--- src/rtl/jtag_tap.sv ---
module jtag_tap #(
  parameter int          IR_W     = 3,
  parameter int          ID_W     = 32,
  parameter logic [31:0] ID_VALUE = 32'h104B8067
) (
  input  logic tck,
  input  logic tms,
  input  logic tdi,
  input  logic trst_n,
  input  logic bsr_so,
  output logic tdo,
  output logic tdo_en,
  output logic bsr_sel,
  output logic bsr_capture,
  output logic bsr_shift,
  output logic bsr_update,
  output logic pin_ctl,
  output logic pin_hiz
);

  localparam logic [IR_W-1:0] OP_EXTEST = IR_W'(0);
  localparam logic [IR_W-1:0] OP_IDCODE = IR_W'(1);
  localparam logic [IR_W-1:0] OP_SAMPLE = IR_W'(2);
  localparam logic [IR_W-1:0] OP_CLAMP  = IR_W'(4);
  localparam logic [IR_W-1:0] OP_HIGHZ  = IR_W'(5);
  localparam logic [IR_W-1:0] IR_CAPT   = IR_W'(1);
  localparam logic [ID_W-1:0] ID_WORD   = ID_W'(ID_VALUE);

  typedef enum logic [3:0] {
    ST_TLR   = 4'hF, ST_RTI   = 4'hC, ST_SELDR = 4'h7, ST_CDR  = 4'h6,
    ST_SDR   = 4'h2, ST_E1DR  = 4'h1, ST_PDR   = 4'h3, ST_E2DR = 4'h0,
    ST_UDR   = 4'h5, ST_SELIR = 4'h4, ST_CIR   = 4'hE, ST_SIR  = 4'hA,
    ST_E1IR  = 4'h9, ST_PIR   = 4'hB, ST_E2IR  = 4'h8, ST_UIR  = 4'hD
  } tap_st_t;

  tap_st_t          state, state_nx;
  logic [IR_W-1:0]  ir, ir_sr;
  logic [ID_W-1:0]  id_sr;
  logic             byp;
  logic             sel_id, dr_bit;

  always_comb begin
    case (state)
      ST_TLR:   state_nx = tms ? ST_TLR   : ST_RTI;
      ST_RTI:   state_nx = tms ? ST_SELDR : ST_RTI;
      ST_SELDR: state_nx = tms ? ST_SELIR : ST_CDR;
      ST_CDR:   state_nx = tms ? ST_E1DR  : ST_SDR;
      ST_SDR:   state_nx = tms ? ST_E1DR  : ST_SDR;
      ST_E1DR:  state_nx = tms ? ST_UDR   : ST_PDR;
      ST_PDR:   state_nx = tms ? ST_E2DR  : ST_PDR;
      ST_E2DR:  state_nx = tms ? ST_UDR   : ST_SDR;
      ST_UDR:   state_nx = tms ? ST_SELDR : ST_RTI;
      ST_SELIR: state_nx = tms ? ST_TLR   : ST_CIR;
      ST_CIR:   state_nx = tms ? ST_E1IR  : ST_SIR;
      ST_SIR:   state_nx = tms ? ST_E1IR  : ST_SIR;
      ST_E1IR:  state_nx = tms ? ST_UIR   : ST_PIR;
      ST_PIR:   state_nx = tms ? ST_E2IR  : ST_PIR;
      ST_E2IR:  state_nx = tms ? ST_UIR   : ST_SIR;
      ST_UIR:   state_nx = tms ? ST_SELDR : ST_RTI;
      default:  state_nx = ST_TLR;
    endcase
  end

  always_ff @(posedge tck or negedge trst_n)
    if (!trst_n) state <= ST_TLR;
    else         state <= state_nx;

  always_ff @(posedge tck or negedge trst_n)
    if (!trst_n)                ir_sr <= IR_CAPT;
    else if (state == ST_CIR)   ir_sr <= IR_CAPT;
    else if (state == ST_SIR)   ir_sr <= {tdi, ir_sr[IR_W-1:1]};

  always_ff @(negedge tck or negedge trst_n)
    if (!trst_n)                ir <= OP_IDCODE;
    else if (state == ST_TLR)   ir <= OP_IDCODE;
    else if (state == ST_UIR)   ir <= ir_sr;

  assign sel_id  = (ir == OP_IDCODE);
  assign bsr_sel = (ir == OP_EXTEST) || (ir == OP_SAMPLE);

  always_ff @(posedge tck or negedge trst_n)
    if (!trst_n) begin
      id_sr <= ID_WORD;
      byp   <= 1'b0;
    end else if (state == ST_CDR) begin
      id_sr <= ID_WORD;
      byp   <= 1'b0;
    end else if (state == ST_SDR) begin
      id_sr <= {tdi, id_sr[ID_W-1:1]};
      byp   <= tdi;
    end

  assign dr_bit = sel_id ? id_sr[0] : (bsr_sel ? bsr_so : byp);

  always_ff @(negedge tck or negedge trst_n)
    if (!trst_n) begin
      tdo    <= 1'b0;
      tdo_en <= 1'b0;
    end else begin
      tdo_en <= (state == ST_SIR) || (state == ST_SDR);
      tdo    <= (state == ST_SIR) ? ir_sr[0] : ((state == ST_SDR) ? dr_bit : 1'b0);
    end

  assign bsr_capture = bsr_sel && (state == ST_CDR);
  assign bsr_shift   = bsr_sel && (state == ST_SDR);
  assign bsr_update  = bsr_sel && (state == ST_UDR);
  assign pin_ctl     = (ir == OP_EXTEST) || (ir == OP_CLAMP);
  assign pin_hiz     = (ir == OP_HIGHZ);

endmodule

--- config.mk ---
export PLATFORM = sky130hd
export DESIGN_NAME = jtag_tap
export DESIGN_NICKNAME = d
export VERILOG_FILES = /design/src/rtl/jtag_tap.sv
export SDC_FILE = /design/constraint.sdc
export NUM_CORES = 1
export LEC_CHECK = 0
export BUFFER_PORTS_ARGS = -buffer_cell sky130_fd_sc_hd__clkbuf_2
export CAP_MARGIN = 5
export CELL_PAD_IN_SITES_DETAIL_PLACEMENT = 1
export CELL_PAD_IN_SITES_GLOBAL_PLACEMENT = 1
export CORE_MARGIN = 2
export CORE_UTILIZATION = 52
export CTS_BUF_LIST = sky130_fd_sc_hd__clkbuf_8
export DETAILED_ROUTE_END_ITERATION = 6
export PLACE_DENSITY = 0.94
export SYNTH_ARGS = -nofsm -noshare
export SYNTH_HDL_FRONTEND = slang
export SYNTH_SLANG_ARGS = --single-unit
--- constraint.sdc ---
create_clock -name tck -period 4.3 [get_ports tck]
set_input_delay 0.86 -clock tck [delete_from_list [all_inputs] [get_ports tck]]
set_output_delay 0.86 -clock tck [all_outputs]
set_load 0.05 [all_outputs]
==> impl_metrics.csv, run 1 <==
group,metric,value,unit
status,run_status,"finished, violations left",
status,violations,"negative setup slack",
global_route,grt_pass1_wl,7879,um
synth,yosysUniqueCellTypes,29,
floorplan,dieHeight,65.66,um
placed_design,place_inst,255,
clock_tree,postCtsHoldBufs,0,
cells_and_area,final_area,2241,um2
worst_hold_path,min_to,"id_sr[28]$_DFFE_PN1N_",
routing,via_per_inst,5.470,
setup_path,reg2regPathDepth,3,
floorplan,fp.dieW,65.66,um
setup_path,path_class,"reg -> out",
clock_tree,clock_sinks,44,
setup_path,cp-start-kind,"flop",
routing,routedWlPerCell,17.68,um
global_route,grt_max_degree,41,
pwr,p_per_area,801.0,nW/um2
sta,finalSetupViolCount,4,
clock_tree,cts_buffer_depth,2,
sta,slew_viol_final,0,
synth,synth_fa_ha_area_share,0,%
sta,relSlewSlack,61.91,%
routing,vias,1455,
synth,async_flop_share,100.0,%
synth,yosysMostFrequentCell,"nand2_1",
clock_tree,insertion_delay,0.37,ns
placed_design,dpl-instance-area,2059,um2
synth,synth_compound_area_share,12.91,%
floorplan,dieArea,4311,um2
synth,synth_area_leaders,"dfrtp_1, dfstp_2, o21ai_1",
clock_tree,numCtsBuffers,5,
pwr,power_leakage,0.9630,nW
routing,drtAntennaViolNets,0,
placed_design,portBuffers,12,
setup_path,path_delay_family,"flip-flops",
pwr,peakVddDrop,0.4490,mV
worst_hold_path,hold_start,"id_sr[28]$_DFFE_PN1N_",
setup_path,reg2reg_from,"state[1]$_DFF_PN1_",
global_route,antenna_found_initial,0,
global_route,grt_usage,25.13,%
setup_path,cp-end-kind,"output port",
setup_path,crit_chain,"and3b_2, buf_8",
clock_tree,root_buffer,"clkbuf_8",
flow_run,timing.max_cap.violations,0,
synth,yosys_warnings,0,
cells_and_area,fill_cells,425,
sta,fin_setup_tns,-0.2354,ns
cells_and_area,num_antenna_cells,0,
synth,synth_mux_area_share,0.5696,%
clock_tree,path_clk_slew,0.08,ns
cells_and_area,area_growth,13.35,%
synth,synth_area,1977,um2
synth,synth_flop_cell,"dfrtp_1",
setup_path,critPathMaxFanout,7,
cells_and_area,ff_latch_area,1122,um2
synth,ys_seq_area_share,56.77,%
synth,synth_xor_xnor_area_share,0,%
synth,yosys.area.top_type,"dfrtp_1",
global_route,grt_pass1_vias,1579,
synth,ys_top_cells_by_count,"nand2_1, o21ai_1, nand2b_1",
worst_hold_path,hold_path_class,"reg -> reg",
floorplan,core-area,3661,um2
synth,synth_cells,206,
sta,hold_viol,0,
floorplan,rows,22,
worst_hold_path,hold_path_depth,2,
routing,drt-initial-drc-count,95,
synth,ys_seq_elements,44,
cells_and_area,layout.cells.non_filler,266,
sta,tightest_slew,0.5713,ns
routing,postRouteWirelength,4702,um
setup_path,rrSetupSlack,0.64,ns
clock_tree,cts_tree,"yes",
synth,synth_edf_count,0,
cells_and_area,drive_gt1_share,22.94,%
routing,drc,0,
setup_path,timing.critical_path.buf_inv,1,
pwr,total_power,1.795,mW
cells_and_area,finalNetCount,222,
sta,timing.final.ws_setup,-0.09847,ns
clock_tree,htree_levels,2,
global_route,overflow,0,
floorplan,ios,13,
cells_and_area,multiInputGateArea,780.7,um2
synth,synth_top_family_by_area,"simple AND/OR/NAND/NOR gates",
setup_path,worstPathRequired,3.44,ns
cells_and_area,final_util,61.21,%
floorplan,start_util,54.00,%
sta,rsz0062_at_grt,"true",
routing,dr.pass1.iters,4,
setup_path,critPathSlowestCell,"dfstp_2",
sta,finClkSkew,0.07127,ns
setup_path,critPathArrivalTime,3.54,ns
synth,synthSimpleGateAreaFrac,24.81,%
setup_path,cpPeakStageDelay,0.63,ns
synth,synth_fp_nets,211,
placed_design,gp_congestion,0.8527,
setup_path,r2r-end,"tdo$_DFF_NN0_",
synth,syn_area_per_cell,9.597,um2
placed_design,place_hpwl,3068,um
synth,synth_top_area_share,29.11,%
layer usage:
layer	part of all wire, %	global-route usage, %	up-vias
li1	-	-	692
met1	41	29.82	729
met2	54	43.18	20
met3	2.4	6.336	14
met4	2.8	10.42	0
met5	0	0	-
repair_timing:
action                                  CTS  global route
cloned                                    0             0
endpoints found under the setup margin    6             6
gates resized for setup                  10             4
pin swaps                                 1             1
setup buffers                             1             2
stage by stage:
stage / setup slack (ns) / hold slack (ns)
after global placement: 0.2235 / 0.4500
after global routing: -0.1402 / 0.4918
after floorplan: -0.1357 / 0.4430
after detailed placement: 0.1820 / 0.4574
final: -0.09847 / 0.4648
after CTS: -0.09787 / 0.4677
how the worst max path moves through the flow:
stage,slack [ns],cells after the start,startpoint,end
global placement,0.22,2,ir[0]$_DFFE_NN1P_,pin_hiz
detailed placement,0.18,3,ir[2]$_DFFE_NN0P_,bsr_update
finish,-0.1,2,ir[0]$_DFFE_NN1P_,pin_hiz
CTS,-0.1,3,ir[2]$_DFFE_NN0P_,bsr_update
global route,-0.14,2,ir[0]$_DFFE_NN1P_,pin_hiz
floorplan,-0.14,1,ir[2]$_DFFE_NN0P_,bsr_capture
cell usage in the layout, fill, tap and decap left out, drive strengths merged, types with 2 or more instances in the layout:
cell      count
a21oi         2
buf           9
clkbuf       14
clkinvlp      2
dfrtn         4
dfrtp        23
dfstp        17
inv           4
nand2        42
nand2b       25
nor2         15
nor2b         2
nor3          2
nor4b         2
o21ai        42
registers in the layout, indices dropped and copies added, names as in the netlist:
signal / flops
tdo_en: 1
tdo: 1
id_sr: 32
state: 4
ir_sr: 3
ir: 3
worst min-delay path: cells and delay by family, from the launching register on:
kind	cells	cell delay [ns]
compound gates	1	0.05
flops	1	0.37
simple gates	1	0.04
cells by family (layout without fill, tap and decap cells):
group           Yosys count  after routing
compound gates           48             48
buf+inv                  18             30
simple gates             95             95
mux                       1              1
flops                    44             44
final cells by class:
type	instances	share of cell area [%]
Multi-Input combinational cell	144	34.84
Clock inverter	4	2.066
Inverter	3	0.5025
Clock buffer	5	3.071
Timing Repair Buffer	18	6.756
Sequential cell	44	50.08
Tap cell	48	2.680
power by group:
part / total [mW] / internal (mW) / leakage, nW / switching [mW]
clock network: 0.323 / 0.173 / 0.0556 / 0.150
logic: 0.674 / 0.258 / 0.359 / 0.416
registers: 0.798 / 0.629 / 0.548 / 0.169
Note: power is estimated with default switching activity, not from simulation.
==> inputs of run 2 (changes only) <==
RECOVER_POWER = 100   (was not set)
==> run 2 against run 1 <==
  * The run ends with max-capacitance violations, max-slew violations, negative setup slack left
  * Clock skew down 0.0013 ns
  * Clock power is essentially flat
  * Global-route usage stayed put
  * Combinational power is 3.9% lower
  * Die area unchanged
  * Final cell count did not move
  * Non-clock buffer count unchanged
  * Worst hold slack better by 0.017 ns
  * First-iteration DRC count rose by 31%
  * Wire length up 1.1%
  * Register-to-register slack worse by 0.19 ns
  * Via count increased by 2.5%
  * Largest cell class unchanged
==> impl_metrics.csv, run 2 (synthesized netlist as in run 1, its figures left out) <==
group,metric,value,unit
status,run_status,"finished, violations left",
status,violations,"max-capacitance violations, max-slew violations, negative setup slack",
sta,timing.final.ws_setup,-0.09933,ns
setup_path,critPathMaxFanout,7,
pwr,peakVddDrop,0.4505,mV
worst_hold_path,hold_path_class,"reg -> reg",
clock_tree,numCtsBuffers,5,
sta,rsz0062_at_grt,"true",
setup_path,r2r-end,"tdo$_DFF_NN0_",
routing,postRouteWirelength,4754,um
sta,hold_viol,0,
clock_tree,htree_levels,2,
routing,drtAntennaViolNets,0,
floorplan,dieHeight,65.66,um
sta,finClkSkew,0.06995,ns
floorplan,start_util,54.00,%
worst_hold_path,hold_path_depth,2,
clock_tree,cts_buffer_depth,2,
clock_tree,root_buffer,"clkbuf_8",
clock_tree,clock_sinks,44,
routing,drt-initial-drc-count,124,
sta,finalSetupViolCount,4,
cells_and_area,final_area,2226,um2
setup_path,cp-end-kind,"output port",
placed_design,dpl_worst_slack,0.1820,ns
global_route,grt_max_degree,41,
cells_and_area,final_cell_mix,"nand2_1, o21ai_0, nand2b_1",
setup_path,critPathSlowestCell,"dfstp_2",
global_route,overflow,0,
clock_tree,path_clk_slew,0.08,ns
routing,dr.pass1.iters,4,
sta,relSlewSlack,-35.32,%
global_route,antenna_found_initial,0,
placed_design,gp_congestion,0.8527,
setup_path,path_delay_family,"flip-flops",
cells_and_area,largest_register,"id_sr",
setup_path,cpPeakStageDelay,0.63,ns
setup_path,reg2regPathDepth,3,
sta,tightest_slew,2.030,ns
placed_design,portBuffers,12,
setup_path,crit_chain,"and3b_2, buf_8",
cells_and_area,num_antenna_cells,0,
flow_run,timing.max_cap.violations,1,
routing,drc,0,
floorplan,fp.dieW,65.66,um
clock_tree,insertion_delay,0.37,ns
cells_and_area,fill_cells,426,
worst_hold_path,min_to,"id_sr[28]$_DFFE_PN1N_",
placed_design,dpl-instance-area,2059,um2
floorplan,ios,13,
setup_path,reg2reg_from,"state[1]$_DFF_PN1_",
global_route,grt_usage,25.13,%
setup_path,worstPathRequired,3.44,ns
global_route,grt_pass1_vias,1579,
cells_and_area,largest_registers,"id_sr x32, state x4",
floorplan,rows,22,
placed_design,place_hpwl,3068,um
setup_path,rrSetupSlack,0.45,ns
cells_and_area,drive_gt1_share,20.64,%
setup_path,path_class,"reg -> out",
pwr,p_per_area,795.3,nW/um2
routing,vias,1492,
floorplan,dieArea,4311,um2
cells_and_area,final_common_cell,"nand2_1",
sta,slew_viol_final,39,
cells_and_area,area_growth,12.59,%
routing,via_per_inst,5.609,
setup_path,critPathArrivalTime,3.54,ns
floorplan,core-area,3661,um2
setup_path,timing.critical_path.buf_inv,1,
cells_and_area,largest_reg_flops,32,
pwr,power_leakage,0.9568,nW
clock_tree,cts_tree,"yes",
cells_and_area,finalNetCount,222,
worst_hold_path,hold_start,"id_sr[28]$_DFFE_PN1N_",
global_route,grt_pass1_wl,7879,um
setup_path,cp-start-kind,"flop",
routing,routedWlPerCell,17.87,um
[run 2: cell type report]
cell class              count  area (um2)  area share, %
clock buffers               5       68.82          3.092
repair buffers             18       141.4          6.352
inverters                   3       11.26         0.5059
flip-flops and latches     44        1122          50.42
multi-input cells         144       775.7          34.85
clock inverters             4       46.29          2.080
well taps                  48       60.06          2.698
[run 2: worst register-to-register path: cells and delay by family, from the launching register on]
kind / cells / cell delay [ns]
compound gates: 1 / 0.22
simple gates: 2 / 0.86
flops: 1 / 0.65
[run 2: where the power goes]
group / total (mW) / switching [mW] / leakage (nW) / internal, mW
clock: 0.324 / 0.151 / 0.0556 / 0.173
combinational: 0.648 / 0.402 / 0.353 / 0.246
sequential: 0.798 / 0.168 / 0.548 / 0.630
total: 1.77 / 0.722 / 0.957 / 1.05
[run 2: worst max-delay path by stage]
stage                                 start           to  depth (start not counted)  slack [ns]
after global routing      ir[0]$_DFFE_NN1P_      pin_hiz                          2       -0.14
final                     ir[0]$_DFFE_NN1P_      pin_hiz                          2        -0.1
after global placement    ir[0]$_DFFE_NN1P_      pin_hiz                          2        0.22
after floorplan           ir[2]$_DFFE_NN0P_  bsr_capture                          1       -0.14
after detailed placement  ir[2]$_DFFE_NN0P_   bsr_update                          3        0.18
after CTS                 ir[2]$_DFFE_NN0P_   bsr_update                          3        -0.1
[run 2: repair_timing]
action,4_1_cts,5_1_grt
pin swaps,1,1
gates cloned,0,0
endpoints found under the setup margin,6,6
buffers inserted,1,2
hold buffers,0,0
gates resized for setup,10,4
[run 2: metal layers]
layer  GRT usage, %  wire length, um  up-vias
met4          10.42              130        0
met5              0                0        -
met3          6.336              120       14
met2          43.18             2530       20
li1               -                -      693
met1          29.82             1973      765
[run 2: stage by stage]
step | TNS (ns) | hold WS (ns) | util [%] | total power [mW] | instances
after CTS | -0.2478 | 0.4677 | 60.70 | 1.778 | 264
after global placement | 0 | 0.4500 | 56.25 | 1.332 | 255
after detailed placement | 0 | 0.4574 | 56.25 | 1.423 | 255
after floorplan | -0.2536 | 0.4430 | - | 1.260 | 206
final | -0.2452 | 0.4814 | 60.80 | 1.770 | 266
after global routing | -0.4991 | 0.5156 | 60.80 | 1.892 | 266
==> inputs of run 3 (changes only) <==
BUFFER_PORTS_ARGS = not set   (was -buffer_cell sky130_fd_sc_hd__clkbuf_2)
CORE_UTILIZATION = 55   (was 52)
DONT_BUFFER_PORTS = 1   (was not set)
PLACE_DENSITY = 0.95   (was 0.94)
==> run 3 against run 2 <==
  * Count of clock-buffer cells in the layout is the same
  * Largest power group unchanged
  * Combinational power down 3%
  * Cell area decreased by 1.9%
  * Clock power shrank 4%
  * Largest cell class unchanged
  * Wire length shrank 7.7%
  * The run ends with negative setup slack left
  * Clock skew is 0.011 ns lower
  * Register-to-register slack better by 0.30 ns
  * Core utilization increased by 3.7 points
  * Highest routed layer unchanged
  * Critical path type unchanged
==> impl_metrics.csv, run 3 (synthesized netlist as in run 1, its figures left out) <==
group,metric,value,unit
status,run_status,"finished, violations left",
routing,postRouteWirelength,4387,um
routing,drc,0,
global_route,grt_pass1_vias,1645,
setup_path,reg2regPathDepth,3,
global_route,grt_pass1_wl,7803,um
floorplan,core-area,3390,um2
pwr,peakVddDrop,0.4421,mV
cells_and_area,num_antenna_cells,0,
cells_and_area,largest_registers,"id_sr x32, state x4",
setup_path,rrSetupSlack,0.75,ns
clock_tree,cts_tree,"yes",
sta,finalSetupViolCount,4,
clock_tree,numCtsBuffers,5,
floorplan,ios,13,
sta,tightest_slew,0.4657,ns
sta,rsz0062_at_grt,"true",
cells_and_area,final_cell_mix,"nand2_1, o21ai_1, nand2b_1",
clock_tree,clock_sinks,44,
routing,routed-wl-met2,2407,um
worst_hold_path,hold_path_class,"in -> async",
routing,wl_met3,109,um
cells_and_area,finalNetCount,214,
setup_path,r2r-end,"tdo$_DFF_NN0_",
sta,slew_viol_final,0,
cells_and_area,largest_register,"id_sr",
placed_design,place_inst,246,
floorplan,dieArea,4090,um2
placed_design,portBuffers,0,
clock_tree,insertion_delay,0.35,ns
sta,hold_viol,0,
flow_run,timing.max_cap.violations,0,
cells_and_area,area_growth,10.51,%
floorplan,fp.dieW,63.95,um
setup_path,path_class,"reg -> out",
sta,relSlewSlack,68.95,%
sta,finClkSkew,0.05901,ns
placed_design,dpl_worst_slack,0.2290,ns
routing,vias,1455,
routing,routedWlPerCell,17.14,um
cells_and_area,final_common_cell,"nand2_1",
pwr,power_leakage,0.9345,nW
sta,fin_setup_tns,-0.1975,ns
cells_and_area,layout.cells.non_filler,256,
cells_and_area,largest_reg_flops,32,
setup_path,cp-end-kind,"output port",
floorplan,rows,21,
setup_path,cp-start-kind,"flop",
routing,top_layer,"met4",
setup_path,critPathMaxFanout,6,
global_route,grt_usage,25.39,%
setup_path,critPathArrivalTime,3.51,ns
routing,drtAntennaViolNets,0,
placed_design,place_hpwl,2855,um
global_route,antenna_found_initial,0,
pwr,total_power,1.754,mW
setup_path,worstPathRequired,3.44,ns
sta,timing.final.ws_setup,-0.06585,ns
routing,routedLengthMet1,1757,um
clock_tree,root_buffer,"clkbuf_8",
global_route,grt_max_degree,53,
clock_tree,path_clk_slew,0.08,ns
floorplan,start_util,58.32,%
pwr,p_per_area,803.0,nW/um2
clock_tree,htree_levels,2,
clock_tree,cts_buffer_depth,2,
routing,drt-initial-drc-count,114,
placed_design,gp_congestion,0.7838,
floorplan,dieHeight,63.95,um
routing,dr.pass1.iters,4,
cells_and_area,fill_cells,381,
cells_and_area,drive_gt1_share,19.05,%
status,violations,"negative setup slack",
setup_path,reg2reg_from,"state[1]$_DFF_PN1_",
global_route,overflow,0,
routing,via_per_inst,5.684,
## run 3: critical path, cell delays in order (launching register included)
cell	delay, ns
dfstp_2	0.62
nor2_4	0.07
nor4bb_4	0.16
buf_12	0.15
## run 3: area by class of cell
type | instances | area (um2) | area share [%]
timing repair buffer | 10 | 102.6 | 4.696
sequential | 44 | 1122 | 51.37
tap | 46 | 57.56 | 2.635
multi-input combinational | 144 | 779.5 | 35.68
clock inverter | 4 | 42.54 | 1.947
inverter | 3 | 11.26 | 0.5155
clock buffer | 5 | 68.82 | 3.150
## run 3: per-stage QoR
| stage | cell area [um2] | hold slack [ns] | util [%] |
|---|---|---|---|
| 4_1_cts | 2181 | 0.2419 | 64.34 |
| 2_1_floorplan | 1999 | 0.4430 | - |
| 5_1_grt | 2185 | 0.2249 | 64.45 |
| 6_report | 2185 | 0.2460 | 64.45 |
| 3_5_place_dp | 2047 | 0.4585 | 60.39 |
| 3_3_place_gp | 2047 | 0.4502 | 60.39 |
## run 3: what timing repair did
action,CTS,global route
resized for setup,3,1
endpoints found under the setup margin,3,5
setup buffers,2,0
gates cloned,0,0
pin swaps,2,2
hold buffers,0,0
## run 3: metal layers
metal	GRT usage, %	vias to the layer above
met2	44.53	20
met5	0	-
met4	11.68	0
met3	6.690	11
li1	-	681
met1	28.71	743
## run 3: report_power, final
part / internal (mW) / switching, mW
Combinational: 0.250 / 0.381
Clock: 0.171 / 0.140
Sequential: 0.629 / 0.183
Total: 1.05 / 0.704
## run 3: worst max path at each step
stage                            from     endpoint  slack [ns]  cells past startpoint
detailed placement  ir[2]$_DFFE_NN0P_   bsr_update        0.23                      3
floorplan           ir[2]$_DFFE_NN0P_  bsr_capture       -0.14                      1
CTS                 ir[0]$_DFFE_NN1P_      pin_hiz       -0.07                      2
finish              ir[0]$_DFFE_NN1P_   bsr_update       -0.07                      3
global route        ir[0]$_DFFE_NN1P_   bsr_update       -0.11                      3
global placement    ir[2]$_DFFE_NN0P_   bsr_update        0.28                      3
